## src/rtl/tsu_pkg.sv

```systemverilog
package tsu_pkg;
  localparam logic [3:0] REG_ID    = 4'd0;
  localparam logic [3:0] REG_CTRL  = 4'd1;
  localparam logic [3:0] REG_PUSH  = 4'd3;
  localparam logic [3:0] REG_LOADV = 4'd4;
  localparam logic [3:0] REG_LOAD  = 4'd5;
  localparam logic [3:0] REG_RAW   = 4'd8;
  localparam logic [3:0] REG_MASK  = 4'd9;
  localparam logic [3:0] REG_INTEN = 4'd10;
  localparam logic [3:0] REG_POP   = 4'd12;
  localparam logic [3:0] REG_EVLO  = 4'd13;
  localparam logic [3:0] REG_EVHI  = 4'd14;

  typedef enum logic [3:0] {
    KIND_SWPUSH = 4'd0,
    KIND_WRAP   = 4'd1,
    KIND_HALF   = 4'd2,
    KIND_PIN    = 4'd3,
    KIND_RX     = 4'd4,
    KIND_TX     = 4'd5
  } ev_kind_e;

  typedef struct packed {
    logic [4:0]  port;
    logic [3:0]  kind;
    logic [3:0]  msg;
    logic [15:0] seq;
    logic [31:0] stamp;
  } tsu_entry_t;

  function automatic tsu_entry_t mk_entry(logic [4:0] port, ev_kind_e kind,
                                          logic [3:0] msg, logic [15:0] seq,
                                          logic [31:0] stamp);
    tsu_entry_t e;
    e.port  = port;
    e.kind  = kind;
    e.msg   = msg;
    e.seq   = seq;
    e.stamp = stamp;
    return e;
  endfunction
endpackage

```

## src/rtl/tsu_counter.sv

```systemverilog
module tsu_counter #(
  parameter int W = 32
) (
  input  logic         clk,
  input  logic         rst,
  input  logic         run,
  input  logic         load,
  input  logic [W-1:0] load_val,
  output logic [W-1:0] cnt,
  output logic         wrap_ev,
  output logic         half_ev
);
  localparam logic [W-1:0] HALF_LAST = {1'b0, {(W-1){1'b1}}};
  localparam logic [W-1:0] HALF_FIRST = {1'b1, {(W-1){1'b0}}};

  always_ff @(posedge clk) begin
    if (rst) begin
      cnt     <= '0;
      wrap_ev <= 1'b0;
      half_ev <= 1'b0;
    end else begin
      wrap_ev <= 1'b0;
      half_ev <= 1'b0;
      if (load) begin
        cnt <= load_val;
      end else if (run) begin
        cnt     <= cnt + 1'b1;
        wrap_ev <= &cnt;
        half_ev <= (cnt == HALF_LAST);
      end
    end
  end


  wrap_stamp_chk: assert property (@(posedge clk) disable iff (rst)
    wrap_ev |-> cnt == '0);

  half_stamp_chk: assert property (@(posedge clk) disable iff (rst)
    half_ev |-> cnt == HALF_FIRST);

  hold_chk: assert property (@(posedge clk) disable iff (rst)
    (!run && !load) |=> $stable(cnt));
endmodule

```

## src/rtl/tsu_arbiter.sv

```systemverilog
module tsu_arbiter import tsu_pkg::*; #(
  parameter int N_SRC = 9
) (
  input  logic                   clk,
  input  logic                   rst,
  input  logic [N_SRC-1:0]       fire,
  input  tsu_entry_t [N_SRC-1:0] ent_in,
  input  logic                   fifo_full,
  output logic                   wr_en,
  output tsu_entry_t             wr_data,
  output logic                   drop
);
  logic [N_SRC-1:0] held_q;
  tsu_entry_t [N_SRC-1:0] slot_q;
  logic [N_SRC-1:0] grant;
  logic collide;

  always_comb begin
    grant   = '0;
    wr_data = '0;
    for (int i = N_SRC - 1; i >= 0; i--) begin
      if (held_q[i]) begin
        grant   = '0;
        grant[i] = 1'b1;
        wr_data = slot_q[i];
      end
    end
  end

  assign collide = |(fire & held_q & ~grant);
  assign wr_en   = (|held_q) && !fifo_full;
  assign drop    = ((|held_q) && fifo_full) || collide;

  always_ff @(posedge clk) begin
    if (rst) begin
      held_q <= '0;
    end else begin
      for (int i = 0; i < N_SRC; i++) begin
        if (fire[i] && (!held_q[i] || grant[i])) held_q[i] <= 1'b1;
        else if (grant[i]) held_q[i] <= 1'b0;
      end
    end
  end

  always_ff @(posedge clk) begin
    for (int i = 0; i < N_SRC; i++) begin
      if (fire[i] && (!held_q[i] || grant[i])) slot_q[i] <= ent_in[i];
    end
  end


  grant_onehot_chk: assert property (@(posedge clk) disable iff (rst)
    $onehot0(grant));

  grant_clears_chk: assert property (@(posedge clk) disable iff (rst)
    (|held_q && !fire[0]) |=> !(held_q[0] && $past(grant[0])));
endmodule

```

## src/rtl/tsu_fifo.sv

```systemverilog
module tsu_fifo #(
  parameter int DEPTH = 16,
  parameter int W = 61
) (
  input  logic                       clk,
  input  logic                       rst,
  input  logic                       wr_en,
  input  logic [W-1:0]               wr_data,
  input  logic                       rd_en,
  output logic [W-1:0]               head,
  output logic                       empty,
  output logic                       full,
  output logic [$clog2(DEPTH+1)-1:0] count
);
  localparam int AW = $clog2(DEPTH);
  localparam int CW = $clog2(DEPTH + 1);

  logic [W-1:0] mem [DEPTH];
  logic [AW-1:0] wptr, rptr;
  logic do_wr, do_rd;

  assign empty = (count == '0);
  assign full  = (count == CW'(DEPTH));
  assign do_wr = wr_en && !full;
  assign do_rd = rd_en && !empty;
  assign head  = mem[rptr];

  always_ff @(posedge clk) begin
    if (do_wr) mem[wptr] <= wr_data;
  end

  always_ff @(posedge clk) begin
    if (rst) begin
      wptr  <= '0;
      rptr  <= '0;
      count <= '0;
    end else begin
      if (do_wr) wptr <= wptr + 1'b1;
      if (do_rd) rptr <= rptr + 1'b1;
      count <= count + CW'(do_wr) - CW'(do_rd);
    end
  end


  no_overflow_chk: assert property (@(posedge clk) disable iff (rst)
    !(wr_en && full));

  pop_count_chk: assert property (@(posedge clk) disable iff (rst)
    (rd_en && !empty && !wr_en) |=> count == $past(count) - 1'b1);

  empty_pop_chk: assert property (@(posedge clk) disable iff (rst)
    (rd_en && empty && !wr_en) |=> empty);
endmodule

```

## src/rtl/tsync_capture_unit.sv

```systemverilog
module tsync_capture_unit import tsu_pkg::*; #(
  parameter logic [31:0] ID_VALUE = 32'h5453_0101,
  parameter int FIFO_DEPTH = 16,
  parameter int N_PINS = 4,
  parameter int SYNC_STAGES = 2
) (
  input  logic              clk,
  input  logic              rst,
  input  logic              reg_wen,
  input  logic [3:0]        reg_addr,
  input  logic [31:0]       reg_wdata,
  output logic [31:0]       reg_rdata,
  input  logic [N_PINS-1:0] hw_pin,
  input  logic              rx_stb,
  input  logic [3:0]        rx_msg,
  input  logic [15:0]       rx_seq,
  input  logic [4:0]        rx_port,
  input  logic              tx_stb,
  input  logic [3:0]        tx_msg,
  input  logic [15:0]       tx_seq,
  input  logic [4:0]        tx_port,
  output logic              irq
);
  localparam int N_SRC = N_PINS + 5;
  localparam int S_SW = 0;
  localparam int S_WRAP = N_PINS + 1;
  localparam int S_HALF = N_PINS + 2;
  localparam int S_RX = N_PINS + 3;
  localparam int S_TX = N_PINS + 4;
  localparam int EW = $bits(tsu_entry_t);
  localparam int CW = $clog2(FIFO_DEPTH + 1);
  localparam logic [31:0] CTRL_MASK =
    32'h3 | ({{(32-N_PINS){1'b0}}, {N_PINS{1'b1}}} << 8);

  logic [31:0] ctrl_q, loadv_q, cnt;
  logic inten_q, ovf_q, unit_en, raw_pend;
  logic wrap_ev, half_ev, do_load, do_pop, drop, wr_en;
  logic [N_PINS-1:0] sync_q [SYNC_STAGES];
  logic [N_PINS-1:0] pin_prev, pin_rise;
  logic [N_SRC-1:0] fire;
  tsu_entry_t [N_SRC-1:0] ent;
  tsu_entry_t wr_data, head;
  logic [EW-1:0] head_raw;
  logic f_empty, f_full;
  logic [CW-1:0] f_count;

  function automatic logic hit(logic [3:0] idx);
    return reg_wen && (reg_addr == idx);
  endfunction

  assign unit_en  = ctrl_q[0];
  assign do_load  = hit(REG_LOAD) && reg_wdata[0];
  assign do_pop   = hit(REG_POP) && reg_wdata[0];
  assign raw_pend = !f_empty || ctrl_q[1];
  assign head     = tsu_entry_t'(head_raw);

  // Control, load value, interrupt enable, sticky overflow
  always_ff @(posedge clk) begin
    if (rst) begin
      ctrl_q  <= '0;
      loadv_q <= '0;
      inten_q <= 1'b0;
      ovf_q   <= 1'b0;
    end else begin
      if (hit(REG_CTRL))  ctrl_q  <= reg_wdata & CTRL_MASK;
      if (hit(REG_LOADV)) loadv_q <= reg_wdata;
      if (hit(REG_INTEN)) inten_q <= reg_wdata[0];
      if (drop) ovf_q <= 1'b1;
      else if (hit(REG_RAW) && reg_wdata[1]) ovf_q <= 1'b0;
    end
  end

  // Pin synchronizer and edge detect
  always_ff @(posedge clk) begin
    if (rst) begin
      for (int s = 0; s < SYNC_STAGES; s++) sync_q[s] <= '0;
      pin_prev <= '0;
    end else begin
      sync_q[0] <= hw_pin;
      for (int s = 1; s < SYNC_STAGES; s++) sync_q[s] <= sync_q[s-1];
      pin_prev <= sync_q[SYNC_STAGES-1];
    end
  end
  assign pin_rise = sync_q[SYNC_STAGES-1] & ~pin_prev
                  & ctrl_q[8 +: N_PINS] & {N_PINS{unit_en}};

  // Event sources, index order sets queueing priority
  always_comb begin
    fire = '0;
    fire[S_SW]   = unit_en && hit(REG_PUSH) && reg_wdata[0];
    fire[S_WRAP] = wrap_ev;
    fire[S_HALF] = half_ev;
    fire[S_RX]   = unit_en && rx_stb;
    fire[S_TX]   = unit_en && tx_stb;
    ent[S_SW]   = mk_entry(5'd0, KIND_SWPUSH, 4'd0, 16'd0, cnt);
    ent[S_WRAP] = mk_entry(5'd0, KIND_WRAP, 4'd0, 16'd0, cnt);
    ent[S_HALF] = mk_entry(5'd0, KIND_HALF, 4'd0, 16'd0, cnt);
    ent[S_RX]   = mk_entry(rx_port, KIND_RX, rx_msg, rx_seq, cnt);
    ent[S_TX]   = mk_entry(tx_port, KIND_TX, tx_msg, tx_seq, cnt);
    for (int i = 0; i < N_PINS; i++) begin
      fire[1+i] = pin_rise[i];
      ent[1+i]  = mk_entry(5'(i + 1), KIND_PIN, 4'd0, 16'd0, cnt);
    end
  end

  tsu_counter #(.W(32)) u_counter (
    .clk(clk), .rst(rst), .run(unit_en), .load(do_load),
    .load_val(loadv_q), .cnt(cnt), .wrap_ev(wrap_ev), .half_ev(half_ev)
  );

  tsu_arbiter #(.N_SRC(N_SRC)) u_arbiter (
    .clk(clk), .rst(rst), .fire(fire), .ent_in(ent), .fifo_full(f_full),
    .wr_en(wr_en), .wr_data(wr_data), .drop(drop)
  );

  tsu_fifo #(.DEPTH(FIFO_DEPTH), .W(EW)) u_fifo (
    .clk(clk), .rst(rst), .wr_en(wr_en), .wr_data(wr_data), .rd_en(do_pop),
    .head(head_raw), .empty(f_empty), .full(f_full), .count(f_count)
  );

  // Registered read path and interrupt
  always_ff @(posedge clk) begin
    if (rst) begin
      reg_rdata <= '0;
      irq       <= 1'b0;
    end else begin
      irq <= raw_pend && inten_q;
      case (reg_addr)
        REG_ID:    reg_rdata <= ID_VALUE;
        REG_CTRL:  reg_rdata <= ctrl_q;
        REG_LOADV: reg_rdata <= loadv_q;
        REG_RAW:   reg_rdata <= {30'd0, ovf_q, raw_pend};
        REG_MASK:  reg_rdata <= {31'd0, raw_pend && inten_q};
        REG_INTEN: reg_rdata <= {31'd0, inten_q};
        REG_EVLO:  reg_rdata <= f_empty ? 32'd0 : head.stamp;
        REG_EVHI:  reg_rdata <= f_empty ? 32'd0 :
                                {3'd0, head.port, head.kind, head.msg, head.seq};
        default:   reg_rdata <= '0;
      endcase
    end
  end


  irq_level_chk: assert property (@(posedge clk) disable iff (rst)
    (!f_empty && inten_q) |=> irq);

  off_no_capture_chk: assert property (@(posedge clk) disable iff (rst)
    !unit_en |-> (fire & ~(N_SRC'(1) << S_WRAP) & ~(N_SRC'(1) << S_HALF)) == '0);

  ovf_sticky_chk: assert property (@(posedge clk) disable iff (rst)
    drop |=> ovf_q);
endmodule

```

## config.mk

```make
export PLATFORM = sky130hd
export DESIGN_NAME = tsync_capture_unit
export DESIGN_NICKNAME = d
export VERILOG_FILES = /design/src/rtl/tsu_pkg.sv /design/src/rtl/tsu_counter.sv /design/src/rtl/tsu_arbiter.sv /design/src/rtl/tsu_fifo.sv /design/src/rtl/tsync_capture_unit.sv
export SDC_FILE = /design/constraint.sdc
export NUM_CORES = 1
export LEC_CHECK = 0
export ABC_AREA = 0
export BUFFER_PORTS_ARGS = -buffer_cell sky130_fd_sc_hd__buf_2
export CORE_MARGIN = 1.5
export CORE_UTILIZATION = 60
export DETAILED_ROUTE_END_ITERATION = 16
export PLACE_DENSITY_LB_ADDON = 0.1
export RECOVER_POWER = 100
export SYNTH_ARGS = -nofsm -noshare
export SYNTH_HDL_FRONTEND = slang
export SYNTH_SLANG_ARGS = --single-unit
export TNS_END_PERCENT = 30
```

## constraint.sdc

```tcl
create_clock -name clk -period 11.05 [get_ports clk]
set_input_delay 0.5525 -clock clk [delete_from_list [all_inputs] [get_ports clk]]
set_output_delay 0.5525 -clock clk [all_outputs]
set_load 0.02 [all_outputs]
```

== Word-level counts from Yosys, hierarchy flattened ==
Memory sizes are Yosys's and may differ from the RTL's. A register that Yosys moved wholly into a read port is not among the register bits.
Index checks and enable logic that the tools add are counted.

* Mux-type cells: 52
* Bitwise gates (word level): 10
* Equality and inequality tests: 12
* Reduce and logical (&&, ||, !) cells: 67
* Add/sub/neg operators: 5

{| class="wikitable"
|+ Operator list
! operator !! count
|-
| 2-to-1 mux 61 bit || 9
|-
| one-hot mux 32 bit (8 select lines) || 1
|-
| 2-to-1 mux 32 bit || 3
|-
| 2-to-1 mux 9 bit || 9
|-
| adder 32 x 1 -> 32 bit, second input constant || 1
|-
| equality test 32 x 31 -> 1 bit, second input constant || 1
|-
| AND reduction 32 bit || 1
|-
| 2-to-1 mux 29 bit || 1
|-
| logical AND 1 bit || 28
|-
| 2-to-1 mux 1 bit || 25
|-
| equality test 4 bit, second input constant || 6
|-
| nonzero test 2 bit || 11
|-
| bitwise AND 9 bit || 2
|-
| OR reduction 9 bit || 2
|-
| 2-to-1 mux 4 bit || 4
|-
| bitwise AND 4 bit || 3
|-
| logical NOT 1 bit || 11
|-
| logical OR 1 bit || 11
|-
| inverter 9 bit || 1
|-
| adder 4 x 1 -> 4 bit, second input constant || 2
|-
| equality test 4 x 3 -> 1 bit, second input constant || 2
|-
| adder 5 x 1 -> 5 bit || 1
|-
| equality test 5 bit, second input constant || 1
|-
| logical NOT 5 bit || 1
|-
| other kinds (8) || 9
|}

* Register bits: 471
* Memory bits (writable): 984
* Memories: 2
* Output and inout port bits: 33
* Input bits: 95

{| class="wikitable"
|+ Memory list
! memory !! depth !! width !! read ports !! clocked after memory_dff !! write ports !! RTL line !! text
|-
| u_fifo.mem || 16 || 61 || 1 || 1 || 1 || tsu_fifo.sv:18 || <nowiki>logic [W-1:0] mem [DEPTH];</nowiki>
|-
| sync_q || 2 || 4 || 2 || 0 || 2 || tsync_capture_unit.sv:38 || <nowiki>logic [N_PINS-1:0] sync_q [SYNC_STAGES];</nowiki>
|}

== Logic depth before layout (Yosys ltp) ==
Gate-level depths: netlist (run 1).

* Depth after elaboration: 14
* Mapped depth: 14
* Depth with buffers taken out: 14

== By module ==
A second synthesis (run 1) with hierarchy kept.

* Cell total of the unflattened synthesis: 3495
* Area, all modules: 63925.1 um2

{| class="wikitable"
|+ By module, submodules not included
! module !! times used !! area each (um2) !! cells an instance
|-
| tsu_fifo || 1 || 37362.1 || 1596
|-
| tsu_arbiter || 1 || 21147.8 || 1264
|-
| tsync_capture_unit || 1 || 3353.2 || 373
|-
| tsu_counter || 1 || 2062.0 || 262
|}

== Least setup slack after synthesis (run 1) ==
OpenSTA, ideal clock, no wires.

* Kind: register to register
* From: reg u_fifo.count[2]
* To: mem u_fifo.mem[3][0] (enable)
* Cell stages (with the launch flop): 7
* Data arrival time: 5.343 ns
* Slack: 5.156 ns
* Clock period less this slack: 5.894 ns
* Path buffers: 0
* Cells stage by stage: dfxtp_1 -> inv_1 -> ha_1 -> nor4bb_1 -> a41oi_2 -> nand2_1 -> nor3_1

* Longest elaborated chain between the ends: 6

{| class="wikitable"
|+ Ends and longest elaborated chain
! what !! RTL line !! text
|-
| from (decl) || tsu_fifo.sv:13 || <nowiki>output logic [$clog2(DEPTH+1)-1:0] count</nowiki>
|-
| from (signal assigned) || tsu_fifo.sv:40 || <nowiki>count <= count + CW'(do_wr) - CW'(do_rd);</nowiki>
|-
| equality test 5 bit (*) || tsu_fifo.sv:23 || <nowiki>assign full = (count == CW'(DEPTH));</nowiki>
|-
| logical NOT 1 bit (*) || tsu_arbiter.sv:31, tsu_fifo.sv:24 ||
|-
| logical AND 1 bit || tsu_arbiter.sv:31 || <nowiki>assign wr_en = (|held_q) && !fifo_full;</nowiki>
|-
| logical AND 1 bit (*) || tsu_fifo.sv:24 || <nowiki>assign do_wr = wr_en && !full;</nowiki>
|-
| via u_fifo.do_wr || tsu_fifo.sv:20 || <nowiki>logic do_wr, do_rd;</nowiki>
|-
| 2-to-1 mux 1 bit (*) || tsu_fifo.sv:29 || <nowiki>if (do_wr) mem[wptr] <= wr_data;</nowiki>
|-
| 2-to-1 mux 1 bit (not written as such) (*) || tsu_fifo.sv:29 ||
|-
| to (decl) || tsu_fifo.sv:18 ||
|}

Mark *: on every way through the listed nets, which the timed path passes. The rest lies on a longest branch.

== Worst setup path in the final report (run 1) ==
* From: reg u_arbiter.held_q[0]
* To: reg u_arbiter.slot_q[534] (netlist name) (enable)

* Longest elaborated chain between the ends: 3

{| class="wikitable"
|+ Ends and longest elaborated chain
! what !! RTL line !! text
|-
| from (decl) || tsu_arbiter.sv:13 || <nowiki>logic [N_SRC-1:0] held_q;</nowiki>
|-
| from (signal assigned) || tsu_arbiter.sv:36 || <nowiki>held_q <= '0;</nowiki>
|-
| from (signal, indexed assignment) || tsu_arbiter.sv:40 || <nowiki>else if (grant[i]) held_q[i] <= 1'b0;</nowiki>
|-
| 2-to-1 mux 9 bit || tsu_arbiter.sv:22 || <nowiki>if (held_q[i]) begin</nowiki>
|-
| logical OR 1 bit || tsu_arbiter.sv:47 || <nowiki>if (fire[i] && (!held_q[i] || grant[i])) slot_q[i] <= ent_in[i];</nowiki>
|-
| logical AND 1 bit || tsu_arbiter.sv:47 ||
|-
| to (signal, indexed assignment) || tsu_arbiter.sv:47 ||
|-
| to (decl) || tsu_arbiter.sv:14 || <nowiki>tsu_entry_t [N_SRC-1:0] slot_q;</nowiki>
|}

Every way passes these cells.
A chain may end at the register's enable or synchronous reset.

==> metrics.md, run 1 <==
| Metric | Value |
|---|---|
| Top cell type's share of synthesized area | `a little over two thirds` |
| Wire per inst | `roughly 31 um` |
| Layout Nets | `between 3,000 and 4,000` |
| Synth Area in Compound Gates | `between 6 and 7%` |
| Final period utilization | `about two thirds` |
| Syn Nets | `around 3,200` |
| Total of max-cap violations | `28` |
| Slew margin rel. | `-163.8%` |
| VDD IR max | `~0.00014 V` |
| Area contributors post-synth | `edfxtp_1 70%, mux4_2 8.3%, dfxtp_1 5.2%` |
| Switching share of power | `around a fifth` |
| Critical path startpoint category | `flip-flop` |
| Final hold vios | `0` |
| Die area | `approximately 94,000 um2` |
| Flop pwr share | `approximately 55%` |
| P_leak | `~20 nW` |
| Aggregate routed wire length | `between 100 and 150 mm` |
| Routed Antenna Nets | `0` |
| Share of post-route cells with drive strength above 1 | `between 10% and 20%` |
| Port buffer count | `between 100 and 150` |
| Vias | `between 30,000 and 40,000` |
| Dpl hpwl | `81.02 mm` |
| P_sw | `~2.0 mW` |
| Avg Cell Area, Syn | `around 18 um2` |
| Post-Synth XOR/XNOR Area | `less than 1%` |
| Setup tns final | `0 ps` |
| Post-synth EDFFs | `between 1,000 and 1,500` |
| Mux cell area share after synthesis | `10.28%` |
| Post-synth top flop | `edfxtp_1` |
| Comb power frac | `less than 1%` |
| Synth Area in Adders | `less than 1%` |
| Worst Tran Pin Value | `between 3000 and 4000 ps` |
| Dpl ws | `roughly 6600 ps` |
| # clock sinks | `1,443` |
| Worst path required time | `approximately 11,000 ps` |
| Layout fillers | `5,858` |
| FF+latch count, synth | `roughly 1,400` |
| Cell Pwr Density | `about 170 nW/um2` |
| Total track usage | `between 30% and 40%` |
| Worst R2R Path Depth | `6` |
| Fin. max-slew vios | `between 700 and 800` |
| DRC errors left | `0` |
| Fin util | `roughly 70%` |
| Ys Warns | `0` |
| Crit path kind | `reg2reg` |
| Result of the run | `finished, violations left` |
| Num CTS Buffers | `about 140` |
| Worst hold-check path type | `in2reg` |
| Initial Utilization | `approximately three fifths` |
| Gate Count Post-Synth | `just over 3,000` |
| Async set or reset register ratio after synthesis | `0%` |
| Core Region | `~92,000 um2` |
| # rows | `about 110` |
| Max frequency | `roughly 0.13 GHz` |
| Skew final | `22.71 ps` |
| First-pass GRT wire length | `207.0 mm` |
| Synth area leader | `edfxtp_1` |
| Synth Area in Simple Gates | `roughly 4.4%` |
| Final non-filler cell total | `4,593` |
| Clock group share of total power | `roughly 44%` |
| CTS H-tree lvls | `4` |
| Synth-to-Final Area Change | `12.41%` |
| Detailed Route Iter0 Violations | `roughly 4,200` |
| Crit Path Max Fanout | `72` |
| Cell Area, Synth | `approximately 55,000 um2` |
| Seq/Total Area, Yosys | `75.63%` |
| CTS Root Buffer Type | `clkbuf_16` |
| Largest net degree at the start of global routing | `76` |
| Final Setup Violations | `0` |
| Worst-skew pair later-pin latency | `between 700 and 800 ps` |
| CTS Buffer Depth | `3` |
| CTS tree | `yes` |
| Die W | `between 300 and 400 um` |
| RePlAce Congestion | `0.8394` |
| Yosys cell types | `67` |
| Die height | `around 310 um` |
| Initial antenna violation count | `7` |
| Worst path arrival time | `~7800 ps` |
| Final Critical Period | `between 7000 and 8000 ps` |
| DR vias/cell | `roughly 6.7` |
| Dpl cells | `between 4,000 and 5,000` |
| Vias in the first global route | `around 30,000` |
| Design area | `just over 60,000 um2` |
| Setup WS post-layout | `~3500 ps` |
| First drt pass iteration count | `7` |
| Internal | `~8.7 mW` |
| Largest family of logic cells by synthesized area | `multiplexers` |
| Final global-route overflow total | `0` |
| Critical Path Sink Type | `flip-flop` |
| RSZ-0062 raised after global routing | `false` |
| Post-Place Cell Area | `about 57,000 um2` |
| I/O pin count | `128` |
| Hold Path Depth | `3` |
| Clk slew on worst S/H paths | `60 ps` |
| Failing checks | `capacitance limit, slew limit` |
layout by cell type (no fill, tap or decap), drive strengths merged, types with 4 or more instances in the layout:
| cell | n |
|---|---|
| a211oi | 72 |
| a21oi | 107 |
| a221oi | 75 |
| a22o | 59 |
| a22oi | 55 |
| a31oi | 18 |
| a32oi | 16 |
| and2 | 8 |
| and3 | 8 |
| and4 | 8 |
| buf | 143 |
| bufinv | 9 |
| clkbuf | 271 |
| clkinv | 51 |
| dfxtp | 145 |
| diode | 4 |
| dlygate4sd3 | 51 |
| edfxtp | 1298 |
| ha | 12 |
| inv | 32 |
| mux2 | 36 |
| mux2i | 69 |
| mux4 | 204 |
| nand2 | 105 |
| nand2b | 19 |
| nand3 | 17 |
| nand4 | 16 |
| nand4b | 6 |
| nor2 | 146 |
| nor2b | 58 |
| nor3 | 77 |
| nor4 | 6 |
| o211ai | 13 |
| o21ai | 105 |
| o22ai | 10 |
| or3 | 4 |
| xnor2 | 13 |
| xor2 | 28 |
layout make-up:
type	instances	area [um2]	share of cell area, %
repair buffers	271	1658	2.663
clock buffers	194	4040	6.490
well taps	1186	1484	2.384
inverters	29	108.9	0.1749
diodes	4	10.01	0.01608
flip-flops and latches	1443	41900	67.31
clock inverters	65	548.0	0.8804
multi-input cells	1401	12500	20.08
through the flow:
step	power [mW]	hold WS, ps
global placement	6.088	436.5
floorplan	6.043	413.8
global route	10.98	46.50
detailed placement	6.091	428.6
finish	10.73	42.98
CTS	10.77	8.998
worst paths after layout:
kind	startpoint	endpoint	slack, ps
max	u_arbiter.held_q[0]	u_arbiter.slot_q[534]	3520
min	reg_wdata[20]	loadv_q[20]	40
max reg2reg	u_arbiter.held_q[0]	u_arbiter.slot_q[534]	3520
min reg2reg	sync_q[0][1]	sync_q[0][5]	440
worst max-delay path, cell delays in order, from the launching register on:
cell,delay (ps)
dfxtp_1,300
clkbuf_1,1310
nor4_1,850
nand2_1,1070
o31ai_1,790
nor2b_4,840
clkbuf_1,1840
power groups by stage:
stage          Combinational (mW)  Clock, mW  Sequential, mW
3_5_place_dp               0.0860          0            6.01
2_1_floorplan              0.0415          0            6.00
6_report                    0.102       4.74            5.89
4_1_cts                     0.100       4.78            5.89
5_1_grt                     0.107       4.99            5.89
3_3_place_gp               0.0838          0            6.00
cells in the mapped netlist, types with 17 or more instances:
| cell type | n |
|---|---|
| a211oi_1 | 72 |
| a21oi_1 | 107 |
| a221oi_1 | 75 |
| a22o_1 | 59 |
| a22oi_1 | 55 |
| a31oi_1 | 18 |
| buf_2 | 47 |
| buf_4 | 22 |
| clkbuf_1 | 111 |
| dfxtp_1 | 145 |
| edfxtp_1 | 1298 |
| inv_1 | 28 |
| mux2_2 | 36 |
| mux2i_1 | 69 |
| mux4_2 | 204 |
| nand2_1 | 104 |
| nand2b_1 | 19 |
| nand3_1 | 17 |
| nor2_1 | 144 |
| nor2b_1 | 58 |
| nor3_1 | 76 |
| o21ai_0 | 80 |
| o21ai_1 | 25 |
| xor2_1 | 28 |
flip-flops by register name, summed over array words and instances (netlist names), 4 cells and up, named ones only:
register	flops
u_fifo.wptr	4
u_arbiter.slot_q	338
loadv_q	32
u_counter.cnt	32
u_fifo.mem	960
u_arbiter.held_q	9
sync_q	8
pin_prev	4
u_fifo.rptr	4
reg_rdata	32
u_fifo.count	5
ctrl_q	6
what timing repair did:
action                    in CTS  in global routing
setup buffers                  0                  0
hold buffers                  51                  0
resized for setup              0                  0
hold endpoints to repair      51                  0
cells by family after synthesis:
| group | after synthesis |
|---|---|
| compound gates | 546 |
| xor+xnor | 41 |
| fa+ha+maj | 13 |
| buf+inv | 232 |
| flops | 1443 |
| mux | 309 |
| simple gates | 492 |
layer usage:
layer	share of wire, %	wire, um	track usage, %	vias to the layer above
li1	-	-	-	12840
met1	40	57430	44.92	15970
met2	48	69070	48.79	1743
met3	9.2	13260	4.686	271
met4	3.2	4618	10.74	6
met5	0.022	32	0	-
No activity file was read; power rests on OpenSTA's default activity.
==> run 2: changes to the inputs <==
==> constraint.sdc (replaced) <==
create_clock -name clk -period 7.3 [get_ports clk]
set_input_delay 0.365 -clock clk [delete_from_list [all_inputs] [get_ports clk]]
set_output_delay 0.365 -clock clk [all_outputs]
set_load 0.02 [all_outputs]
==> metrics.md, run 2 (synthesized netlist as in run 1, its figures left out) <==
| Metric | Value |
|---|---|
| Result of the run | `finished, violations left` |
| Failing checks | `capacitance limit, slew limit` |
| Final global-route overflow total | `0` |
| Commonest non-fill, non-tap cell in the layout | `edfxtp_1` |
| Setup Buffers After CTS | `0` |
| CP bufs+invs | `3` |
| P_leak | `~20 nW` |
| Critical Path Sink Type | `flip-flop` |
| Die height | `between 300 and 400 um` |
| Core Region | `91,520 um2` |
| Dpl hpwl | `around 84 mm` |
| Final period utilization | `~77%` |
| Skew final | `approximately 28 ps` |
| First drt pass iteration count | `6` |
| Initial antenna violation count | `10` |
| Most frequent CP cell | `buf_4` |
| Dpl ws | `3006 ps` |
| Setup tns final | `0 ps` |
| DRC errors left | `0` |
| Most frequent cells in the layout | `1,298 x edfxtp_1, 204 x mux4_2, 146 x clkbuf_16` |
| Worst Setup EP | `u_fifo.mem[6][47]` |
| Detailed Route Iter0 Violations | `slightly below 4,000` |
| Max reg flops | `960` |
| Slew margin rel. | `-148.1%` |
| Die W | `between 300 and 400 um` |
| Num CTS Buffers | `around 140` |
| Post-Place Cell Area | `~58,000 um2` |
| Slowest-stage cell, CP | `a41oi_1` |
| Cell Pwr Density | `between 200 and 300 nW/um2` |
| CTS H-tree lvls | `4` |
| Layout Nets | `between 3,000 and 4,000` |
| Crit path kind | `reg2reg` |
| Routed Antenna Nets | `0` |
| Total track usage | `slightly above 30%` |
| Top Family by Delay on Critical Path | `buffers and inverters` |
| Largest regs | `u_fifo.mem x960, u_arbiter.slot_q x338` |
| Worst hold-check path type | `in2reg` |
| Hold Slack | `between 40 and 50 ps` |
| Critical path startpoint category | `flip-flop` |
| Worst path arrival time | `between 5000 and 6000 ps` |
| Final Critical Period | `~5600 ps` |
| # clock sinks | `around 1,400` |
| FF-to-FF Start | `u_arbiter.held_q[0]` |
| Wire per inst | `between 30 and 40 um` |
| CTS Root Buffer Type | `clkbuf_16` |
| Crit Path Max Fanout | `72` |
| Die area | `94,120 um2` |
| Synth-to-Final Area Change | `13.08%` |
| Register with the most flip-flops | `u_fifo.mem` |
| Worst path required time | `approximately 7700 ps` |
| Post-CTS Hold Fix Bufs | `between 80 and 90` |
| Final Setup Violations | `0` |
| Vias | `30,660` |
| Worst Tran Pin Value | `3714 ps` |
| Vias in the first global route | `roughly 30,000` |
| # resized after CTS | `0` |
| First-pass GRT wire length | `204.3 mm` |
| First element of the critical path | `u_arbiter.held_q[0]` |
| Layout fillers | `between 5,000 and 6,000` |
| Final hold vios | `0` |
| Slowest Stage Delay on Critical Path | `approximately 1200 ps` |
| VDD IR max | `0.0002542 V` |
| Port buffer count | `127` |
| DR vias/cell | `approximately 6.6` |
| CTS Buffer Depth | `3` |
| Largest net degree at the start of global routing | `113` |
| Fin. max-slew vios | `roughly 520` |
| Aggregate routed wire length | `around 140 mm` |
| Cell breakdown of the critical path | `buf_4, nor4_1, clkbuf_1, a41oi_1, nand2_1, nor2_1, buf_4` |
| Design area | `between 60,000 and 70,000 um2` |
| Reg2Reg Setup Slack | `between 1500 and 2000 ps` |
| Initial Utilization | `between 60% and 70%` |
| RePlAce Congestion | `roughly 0.85` |
| Worst R2R Path Depth | `7` |
| CTS tree | `yes` |
| Worst reg2reg endpoint | `u_fifo.mem[6][47]` |
| Number of cells on the critical path | `7` |
| RSZ-0062 raised after global routing | `false` |
| Clk slew on worst S/H paths | `about 60 ps` |
| Total of max-cap violations | `17` |
| Worst-skew pair later-pin latency | `between 700 and 800 ps` |
| Max frequency | `~0.18 GHz` |
| Share of post-route cells with drive strength above 1 | `between 15 and 20%` |
| Setup WS post-layout | `1698 ps` |
| # rows | `between 100 and 150` |
| I/O pin count | `roughly 130` |
-- run 2: cell count changes in the layout (fill, tap and decap cells not counted), moves of 5 or more --
cell,previous run,this run
clkbuf_16,151,146
o21ai_0,81,86
o21ai_1,24,18
buf_4,57,51
clkbuf_8,10,15
dlygate4sd3_1,51,87
clkbuf_1,110,128
-- run 2: how the worst min path moves through the flow --
stage | slack, ps | cells past startpoint | end | start
floorplan | 410 | 1 | sync_q[0][4] | sync_q[0][0]
global placement | 440 | 1 | sync_q[0][5] | sync_q[0][1]
detailed placement | 450 | 1 | sync_q[0][6] | sync_q[0][2]
CTS | 0.6 | 3 | u_arbiter.held_q[0] | reg_addr[0]
global route | 30 | 3 | u_arbiter.held_q[0] | reg_addr[0]
finish | 40 | 3 | u_arbiter.held_q[0] | reg_addr[0]
-- run 2: final cells by class --
cell class	instances	area, um2	share of cell area, %
timing repair buffer	316	2074	3.313
clock inverter	64	513.0	0.8193
tap	1186	1484	2.370
antenna	7	17.52	0.02798
clock buffer	197	3995	6.380
inverter	29	108.9	0.1738
sequential	1443	41890	66.90
multi-input combinational	1401	12530	20.01
-- run 2: metal layers --
layer	wire (um)	vias up	GRT usage, %	part of all wire (%)
met4	6176	6	13.31	4.3
li1	-	12920	-	-
met1	55070	15760	42.66	39
met2	66110	1668	46.51	46
met5	131	-	0.8269	0.092
met3	15220	302	7.898	11
-- run 2: worst register-to-register path: cells and delay by family (launching register included) --
family,cells,cell delay [ps]
buf+inv,3,2340
flops,1,320
simple gates,3,1310
compound gates,1,1160
-- run 2: per-stage QoR --
| stage | utilization [%] | instances | total power, mW |
|---|---|---|---|
| floorplan | - | 3076 | 9.146 |
| global placement | 62.91 | 4287 | 9.218 |
| detailed placement | 62.91 | 4287 | 9.222 |
| CTS | 68.78 | 4635 | 16.23 |
| global route | 68.40 | 4638 | 16.56 |
| finish | 68.41 | 4643 | 16.17 |
-- run 2: report_power, final --
part / leakage [nW] / switching, mW / internal [mW]
Combinational: 4.44 / 0.0972 / 0.0742
Sequential: 13.1 / 0.0199 / 8.90
Clock: 2.21 / 3.01 / 4.07
